**src/rtl/bridge_pkg.sv**
```systemverilog
// Shared types for the nibble-serial SRAM bridge.
package bridge_pkg;
    typedef logic [3:0] nib_t;
    typedef logic [7:0] byte_t;
endpackage

```
**src/rtl/bridge_sync.sv**
```systemverilog
// bridge_sync: brings one asynchronous host line into the clock domain.
// Outputs the settled level, a one-cycle rising-edge pulse and a
// one-cycle change pulse. Assumes the line is held for more than
// STAGES+1 clock cycles between transitions.
module bridge_sync #(
    parameter int STAGES = 2
) (
    input  logic clk,
    input  logic rst_n,
    input  logic din,
    output logic lvl,
    output logic rise,
    output logic chg
);
    logic [STAGES-1:0] shf;
    logic              prev;

    // shift the raw line through the synchroniser and keep one older copy
    always_ff @(posedge clk) begin
        if (!rst_n) begin
            shf  <= '0;
            prev <= 1'b0;
        end else begin
            shf  <= {shf[STAGES-2:0], din};
            prev <= shf[STAGES-1];
        end
    end

    assign lvl  = shf[STAGES-1];
    assign rise = lvl & ~prev;
    assign chg  = lvl ^ prev;
endmodule

```
**src/rtl/bridge_pos_ctr.sv**
```systemverilog
// bridge_pos_ctr: position counter. Bit 0 selects the nibble and the upper
// bits form the SRAM word address. The counter is cleared by a level and
// advanced by an edge pulse, and it wraps silently.
module bridge_pos_ctr #(
    parameter int POS_W = 16
) (
    input  logic             clk,
    input  logic             rst_n,
    input  logic             clr,
    input  logic             adv,
    output logic [POS_W-1:0] pos
);
    // clear has priority over advance
    always_ff @(posedge clk) begin
        if (!rst_n || clr) pos <= '0;
        else if (adv)      pos <= pos + 1'b1;
    end

    AST_CLR_ZERO: assert property (@(posedge clk) disable iff (!rst_n) clr |=> pos == '0);
    AST_ONE_STEP: assert property (@(posedge clk) disable iff (!rst_n) (!clr && adv) |=> pos == $past(pos) + 1'b1);
    AST_NO_DRIFT: assert property (@(posedge clk) disable iff (!rst_n) (!clr && !adv) |=> $stable(pos));
    AST_WRAP: assert property (@(posedge clk) disable iff (!rst_n) (!clr && adv && pos == '1) |=> pos == '0);
endmodule

```
**src/rtl/bridge_wr_pack.sv**
```systemverilog
// bridge_wr_pack: builds a byte from two host nibbles, high nibble first,
// and issues a single-cycle write request carrying the byte and its address.
// Assumes the host nibble is stable whenever the step pulse is detected.
module bridge_wr_pack
    import bridge_pkg::*;
#(
    parameter int AW = 15
) (
    input  logic          clk,
    input  logic          rst_n,
    input  logic          clr,
    input  logic          dir_chg,
    input  logic          rd_mode,
    input  logic          adv,
    input  logic          pos_lsb,
    input  logic [AW-1:0] pos_addr,
    input  nib_t          nib_in,
    output logic          wr_go,
    output logic [AW-1:0] wr_addr,
    output byte_t         wr_data
);
    nib_t hold;
    logic hold_vld;

    // collect high nibble, fire write on the low nibble if a high one is held
    always_ff @(posedge clk) begin
        if (!rst_n) begin
            hold     <= '0;
            hold_vld <= 1'b0;
            wr_go    <= 1'b0;
            wr_addr  <= '0;
            wr_data  <= '0;
        end else begin
            wr_go <= 1'b0;
            if (clr || dir_chg) begin
                hold_vld <= 1'b0;
            end else if (adv && !rd_mode) begin
                if (!pos_lsb) begin
                    hold     <= nib_in;
                    hold_vld <= 1'b1;
                end else begin
                    hold_vld <= 1'b0;
                    if (hold_vld) begin
                        wr_go   <= 1'b1;
                        wr_addr <= pos_addr;
                        wr_data <= {hold, nib_in};
                    end
                end
            end
        end
    end

    AST_WE_SINGLE: assert property (@(posedge clk) disable iff (!rst_n) wr_go |=> !wr_go);
    AST_WE_AFTER_ODD: assert property (@(posedge clk) disable iff (!rst_n) $rose(wr_go) |-> $past(pos_lsb));
    AST_DIR_DISCARD: assert property (@(posedge clk) disable iff (!rst_n) dir_chg |=> !wr_go);
endmodule

```
**src/rtl/bridge_rd_hold.sv**
```systemverilog
// bridge_rd_hold: enables the SRAM output while in read mode at an even
// position and latches the byte. The latched byte supplies both nibbles,
// so the SRAM is read once per byte.
module bridge_rd_hold
    import bridge_pkg::*;
(
    input  logic  clk,
    input  logic  rst_n,
    input  logic  rd_mode,
    input  logic  pos_lsb,
    input  logic  wr_busy,
    input  byte_t sram_byte,
    output logic  oe,
    output nib_t  nib_out
);
    byte_t latched;

    assign oe = rd_mode & ~pos_lsb & ~wr_busy;

    // capture the SRAM byte while the output is enabled
    always_ff @(posedge clk) begin
        if (!rst_n)  latched <= '0;
        else if (oe) latched <= sram_byte;
    end

    // steer high nibble at even position, low nibble at odd position
    always_comb begin
        if (!rd_mode)     nib_out = '0;
        else if (pos_lsb) nib_out = latched[3:0];
        else              nib_out = latched[7:4];
    end

    AST_ODD_FROZEN: assert property (@(posedge clk) disable iff (!rst_n) (pos_lsb && $past(pos_lsb)) |-> $stable(latched));
endmodule

```
**src/rtl/nibble_sram_bridge.sv**
```systemverilog
// nibble_sram_bridge: top level. It synchronises the three host control
// lines, keeps the position counter and joins the write packer and the
// read holder to the SRAM strobes. The SRAM is assumed to be asynchronous
// and to settle within one clock.
module nibble_sram_bridge
    import bridge_pkg::*;
#(
    parameter int POS_W = 16
) (
    input  logic             clk,
    input  logic             rst_n,
    input  logic             host_clr,
    input  logic             host_step,
    input  logic             host_rd,
    input  logic [3:0]       host_nib_i,
    output logic [3:0]       host_nib_o,
    output logic             host_nib_oe,
    output logic [POS_W-2:0] sram_addr,
    input  logic [7:0]       sram_din,
    output logic [7:0]       sram_dout,
    output logic             sram_ce_n,
    output logic             sram_we_n,
    output logic             sram_oe_n
);
    localparam int AW = POS_W - 1;

    logic clr_s, clr_rise, clr_chg;
    logic stp_s, stp_rise, stp_chg;
    logic rd_s, rd_rise, rd_chg;
    logic [POS_W-1:0] pos;
    logic          wr_go;
    logic [AW-1:0] wr_addr;
    byte_t         wr_data;
    logic          oe;
    nib_t          nib_rd;

    bridge_sync u_sync_clr (.clk(clk), .rst_n(rst_n), .din(host_clr),
                            .lvl(clr_s), .rise(clr_rise), .chg(clr_chg));
    bridge_sync u_sync_stp (.clk(clk), .rst_n(rst_n), .din(host_step),
                            .lvl(stp_s), .rise(stp_rise), .chg(stp_chg));
    bridge_sync u_sync_rd  (.clk(clk), .rst_n(rst_n), .din(host_rd),
                            .lvl(rd_s), .rise(rd_rise), .chg(rd_chg));

    bridge_pos_ctr #(.POS_W(POS_W)) u_pos (
        .clk(clk), .rst_n(rst_n), .clr(clr_s), .adv(stp_rise), .pos(pos));

    bridge_wr_pack #(.AW(AW)) u_wr (
        .clk(clk), .rst_n(rst_n), .clr(clr_s), .dir_chg(rd_chg),
        .rd_mode(rd_s), .adv(stp_rise), .pos_lsb(pos[0]),
        .pos_addr(pos[POS_W-1:1]), .nib_in(host_nib_i),
        .wr_go(wr_go), .wr_addr(wr_addr), .wr_data(wr_data));

    bridge_rd_hold u_rd (
        .clk(clk), .rst_n(rst_n), .rd_mode(rd_s), .pos_lsb(pos[0]),
        .wr_busy(wr_go), .sram_byte(sram_din), .oe(oe), .nib_out(nib_rd));

    // SRAM side: the write address overrides the counter during the strobe
    always_comb begin
        sram_addr = wr_go ? wr_addr : pos[POS_W-1:1];
        sram_dout = wr_data;
        sram_we_n = ~wr_go;
        sram_oe_n = ~oe;
        sram_ce_n = ~(wr_go | oe);
    end

    // host side: the bus is driven only in read mode
    assign host_nib_oe = rd_s;
    assign host_nib_o  = nib_rd;

    AST_STROBE_EXCL: assert property (@(posedge clk) disable iff (!rst_n) !(!sram_we_n && !sram_oe_n));
    AST_CE_COVERS: assert property (@(posedge clk) disable iff (!rst_n) (!sram_we_n || !sram_oe_n) |-> !sram_ce_n);
    AST_BUS_QUIET: assert property (@(posedge clk) disable iff (!rst_n) !host_nib_oe |-> host_nib_o == 4'h0);
    AST_OE_READONLY: assert property (@(posedge clk) disable iff (!rst_n) !sram_oe_n |-> host_nib_oe);
endmodule

```
**config.mk**
```make
export PLATFORM = sky130hd
export DESIGN_NAME = nibble_sram_bridge
export DESIGN_NICKNAME = d
export VERILOG_FILES = /design/src/rtl/bridge_pkg.sv /design/src/rtl/bridge_sync.sv /design/src/rtl/bridge_pos_ctr.sv /design/src/rtl/bridge_wr_pack.sv /design/src/rtl/bridge_rd_hold.sv /design/src/rtl/nibble_sram_bridge.sv
export SDC_FILE = /design/constraint.sdc
export NUM_CORES = 1
export LEC_CHECK = 0
export ABC_AREA = 0
export CAP_MARGIN = 10
export CORE_ASPECT_RATIO = 1.25
export CORE_MARGIN = 8
export CORE_UTILIZATION = 40
export CTS_BUF_LIST = sky130_fd_sc_hd__clkbuf_4 sky130_fd_sc_hd__clkbuf_8 sky130_fd_sc_hd__clkbuf_16
export DETAILED_ROUTE_END_ITERATION = 6
export GPL_TIMING_DRIVEN = 0
export HOLD_SLACK_MARGIN = 0.12
export MAX_ROUTING_LAYER = met4
export PLACE_DENSITY = 0.66
export SETUP_SLACK_MARGIN = 0.5
export SYNTH_ARGS = -nofsm -noshare
export SYNTH_HDL_FRONTEND = slang
export SYNTH_SLANG_ARGS = --single-unit
export TNS_END_PERCENT = 5
```
**constraint.sdc**
```tcl
create_clock -name clk -period 1.7 [get_ports clk]
set_input_delay 0.425 -clock clk [delete_from_list [all_inputs] [get_ports clk]]
set_output_delay 0.425 -clock clk [all_outputs]
set_load 0.1 [all_outputs]
```
==> results by group <==
Pwr
  • Cell area power density: 735.0 nW/um^2
  • Reg power frac: 0.480
  • Switching share of power: 0.2409
  • Pint: 2.291 mW
  • Clk pwr share: 0.444
  • Peak supply drop: 0.4399 mV
  • P_leak: 1.490 nW
  • P_sw: 727.1 uW
  • Comb power frac: 0.076

Setup path
  • Startpoint Class: flop
  • Slowest CP cell: dfxtp_2
  • Crit end category: primary output
  • Critical path's top delay family: buffers and inverters
  • Buf+Inv Stages, Crit Path: 3
  • Critical path, cell by cell: buf_8 > clkbuf_16 > mux2_4 > buf_12
  • Setup Crit Path Kind: reg2out
  • CP required: 1.27 ns
  • CP startpoint: u_wr.wr_go
  • Critical path's largest stage delay: 0.36 ns
  • FF-to-FF Start: u_sync_rd.shf[1]
  • CP Max Fanout: 5
  • Worst Path Arrival: 1.48 ns

Detailed routing
  • Routed Antenna Nets: 0
  • DRT Wirelength: 6463 um
  • DRC violations left: 0
  • Initial drt markers: 96
  • Drt via density: 4.950
  • Pre-antenna DRT Iters: 4
  • DR WL/cell: 14.79 um
  • Via count: 2,163

Yosys
  • Compound-Gate Fraction of Synth Area: 0.08612
  • Synthesized cell area: 2615 um^2
  • Largest family of logic cells by synthesized area: simple AND/OR/NAND/NOR gates
  • Post-synthesis mux area share: 0.1297
  • Mapped Cells: 279
  • Yosys cell types: 33
  • Post-Synth Adder-Cell Area: 0.004785
  • Synth top area cells: dfxtp_1 (47%), nand2_1 (7.3%), mux2i_1 (6.5%)
  • Simple-gate share of the synthesized area: 0.2301
  • Dominant cell type by area after synthesis: dfxtp_1
  • Synthesized area per cell: 9.373 um^2
  • Post-Synth XOR/XNOR Area: 0.04019
  • Top-area cell type share of the netlist area: 0.4670
  • Sequential area share after synthesis: 0.4670
  • Synth Register Bits: 61
  • Synth warn: 0
  • Net Count, Synth: 297

Floorplan
  • Initial Util: 0.4060
  • Die area: 9397 um^2
  • Core box area: 6441 um^2
  • Rows: 33
  • Die X: 88.32 um
  • I/O pin count: 48
  • Height of the die: 106.4 um

CTS
  • CTS H-tree lvls: 3
  • Longest Clk Path Bufs: 2
  • Clk pin slew, worst setup/hold paths: 0.07 ns
  • TritonCTS Buffers: 9
  • Clk Latency, worst-skew pair: 0.34 ns
  • Clock tree from TritonCTS: yes
  • Root Driver: clkbuf_8
  • Clk sinks: 61

Hold path
  • Hold path start: u_sync_stp.shf[0]
  • Hold Crit Class: reg2reg

Outcome
  • Failing checks: negative setup slack
  • Run status: finished with violations

Timing
  • RSZ-0062 raised after global routing: yes
  • Fmax: 526.3 MHz
  • Hold Vio Cnt, Final: 0
  • Final setup fails: 21
  • Final Max Tran Viols: 0
  • Clk_skew: 0.007081 ns
  • Period utilization: 1.118
  • Final min period: 1.900 ns
  • Worst slew pin tran: 0.4639 ns
  • Worst slew margin: 0.6908
  • Post-route setup slack: -0.2002 ns

Place
  • Hpwl dp: 4102 um
  • RePlAce Congestion: 0.7332
  • Placed cell area: 3254 um^2
  • Inst Count DP: 413
  • Buffers on Ports: 47

GRT
  • Vias in the first global route: 2,135
  • Total Routing Usage GR: 0.1477
  • Pin count of the biggest net entering global routing: 12
  • First-pass GRT wire length: 10,470 um
  • Initial antenna violation count: 0
  • Grt ovf: 0

Final layout
  • Post-Route Utilization: 0.6375
  • Share of cells above drive strength 1: 0.4171
  • Fill cell count: 536
  • Fin cells: 437
  • Antenna diodes: 0
  • Area growth, synth to finish: 57.03%
  • Fin area: 4106 um^2
  • Final-stage net count: 363

Job
  • # Max-Cap Violations: 0
[final cells by class]
class	instances	area, um^2	share of cell area
multi-input cells	195	1475	0.3592
flip-flops and latches	61	1274	0.3102
repair buffers	55	792.0	0.1929
plain buffers	20	234.0	0.05698
clock buffers	11	145.1	0.03534
well taps	87	108.9	0.02651
clock inverters	5	58.81	0.01432
inverters	3	18.77	0.004570
[cell families (layout without fill, tap and decap cells)]
logic type	count (synthesis)	count (layout)
flops	61	61
buf+inv	23	94
compound gates	32	32
xor+xnor	12	12
mux	32	32
fa+ha+maj	1	1
simple gates	118	118
[flip-flops by register name (all words and copies together), names as in the netlist, 2 cells and up]
name / count
u_sync_stp.shf: 2
u_rd.latched: 8
u_sync_clr.shf: 2
u_wr.hold: 4
u_sync_rd.shf: 2
u_pos.pos: 16
u_wr.wr_addr: 15
u_wr.wr_data: 8
[layout by cell type, fill, tap and decap left out, drive strengths merged, types with 2 or more instances in the layout]
cell type,n
dfxtp,61
nand2,53
buf,51
a21boi,23
clkbuf,20
mux2i,17
nor2b,17
clkdlybuf4s50,15
nor2,15
mux2,15
xor2,11
and2,10
nand4,7
clkinvlp,4
a21oi,4
and4,3
and3,3
nand3,2
o31ai,2
or4,2
inv,2
and4b,2
o21ai,2
[stage by stage]
step | setup WS (ns) | hold slack (ns) | power (mW) | setup TNS (ns)
after floorplan | -0.3765 | 0.4111 | 1.608 | -2.231
after global placement | -1.115 | 0.4146 | 1.678 | -25.15
after detailed placement | -1.145 | 0.4185 | 1.680 | -25.78
after CTS | -0.2314 | 0.4125 | 3.024 | -3.686
after global routing | -0.2332 | 0.4370 | 3.120 | -3.894
final | -0.2002 | 0.4341 | 3.018 | -3.172
[path summary, 6_finish.rpt]
| check | end | slack (ns) | depth (start not counted) |
|---|---|---|---|
| setup / recovery | sram_addr[12] | -0.20 | 4 |
| hold / removal | u_sync_stp.shf[1] | 0.43 | 1 |
| setup reg to reg | u_wr.wr_addr[3] | 0.09 | 6 |
| hold reg to reg | u_sync_stp.shf[1] | 0.43 | 1 |
[cells in the mapped netlist, drive strengths merged]
cell type,count
buf,9
and4b,2
o21ai,2
nor3,1
mux2i,17
nor2b,17
xnor2,1
a21boi,23
or2b,1
or2,1
nand4,7
mux2,15
ha,1
nor2,15
or3,1
clkbuf,11
nand2,53
and3,3
xor2,11
and2,10
inv,3
a21oi,4
or4,2
o31ai,2
and4,3
dfxtp,61
nand3,2
a22oi,1
[power by group through the flow]
stage	logic [mW]	clock network (mW)	registers (mW)
after detailed placement	0.189	0	1.49
final	0.229	1.34	1.45
after global routing	0.244	1.43	1.45
after CTS	0.210	1.35	1.46
after floorplan	0.112	0	1.50
after global placement	0.187	0	1.49
[per-layer routing]
| layer | share of wire | GRT usage |
|---|---|---|
| met5 | 0 | - |
| met4 | 0.019 | 0.08000 |
| met3 | 0.041 | 0.03241 |
| met2 | 0.51 | 0.2317 |
| met1 | 0.43 | 0.1700 |
[repair_timing]
action,4_1_cts,5_1_grt
pin swaps,10,19
gates resized for setup,322,63
buffers inserted,1,5
endpoints found under the setup margin,92,80
hold buffers,0,0
gates cloned,2,0
Note: power is estimated with default switching activity, not from simulation.
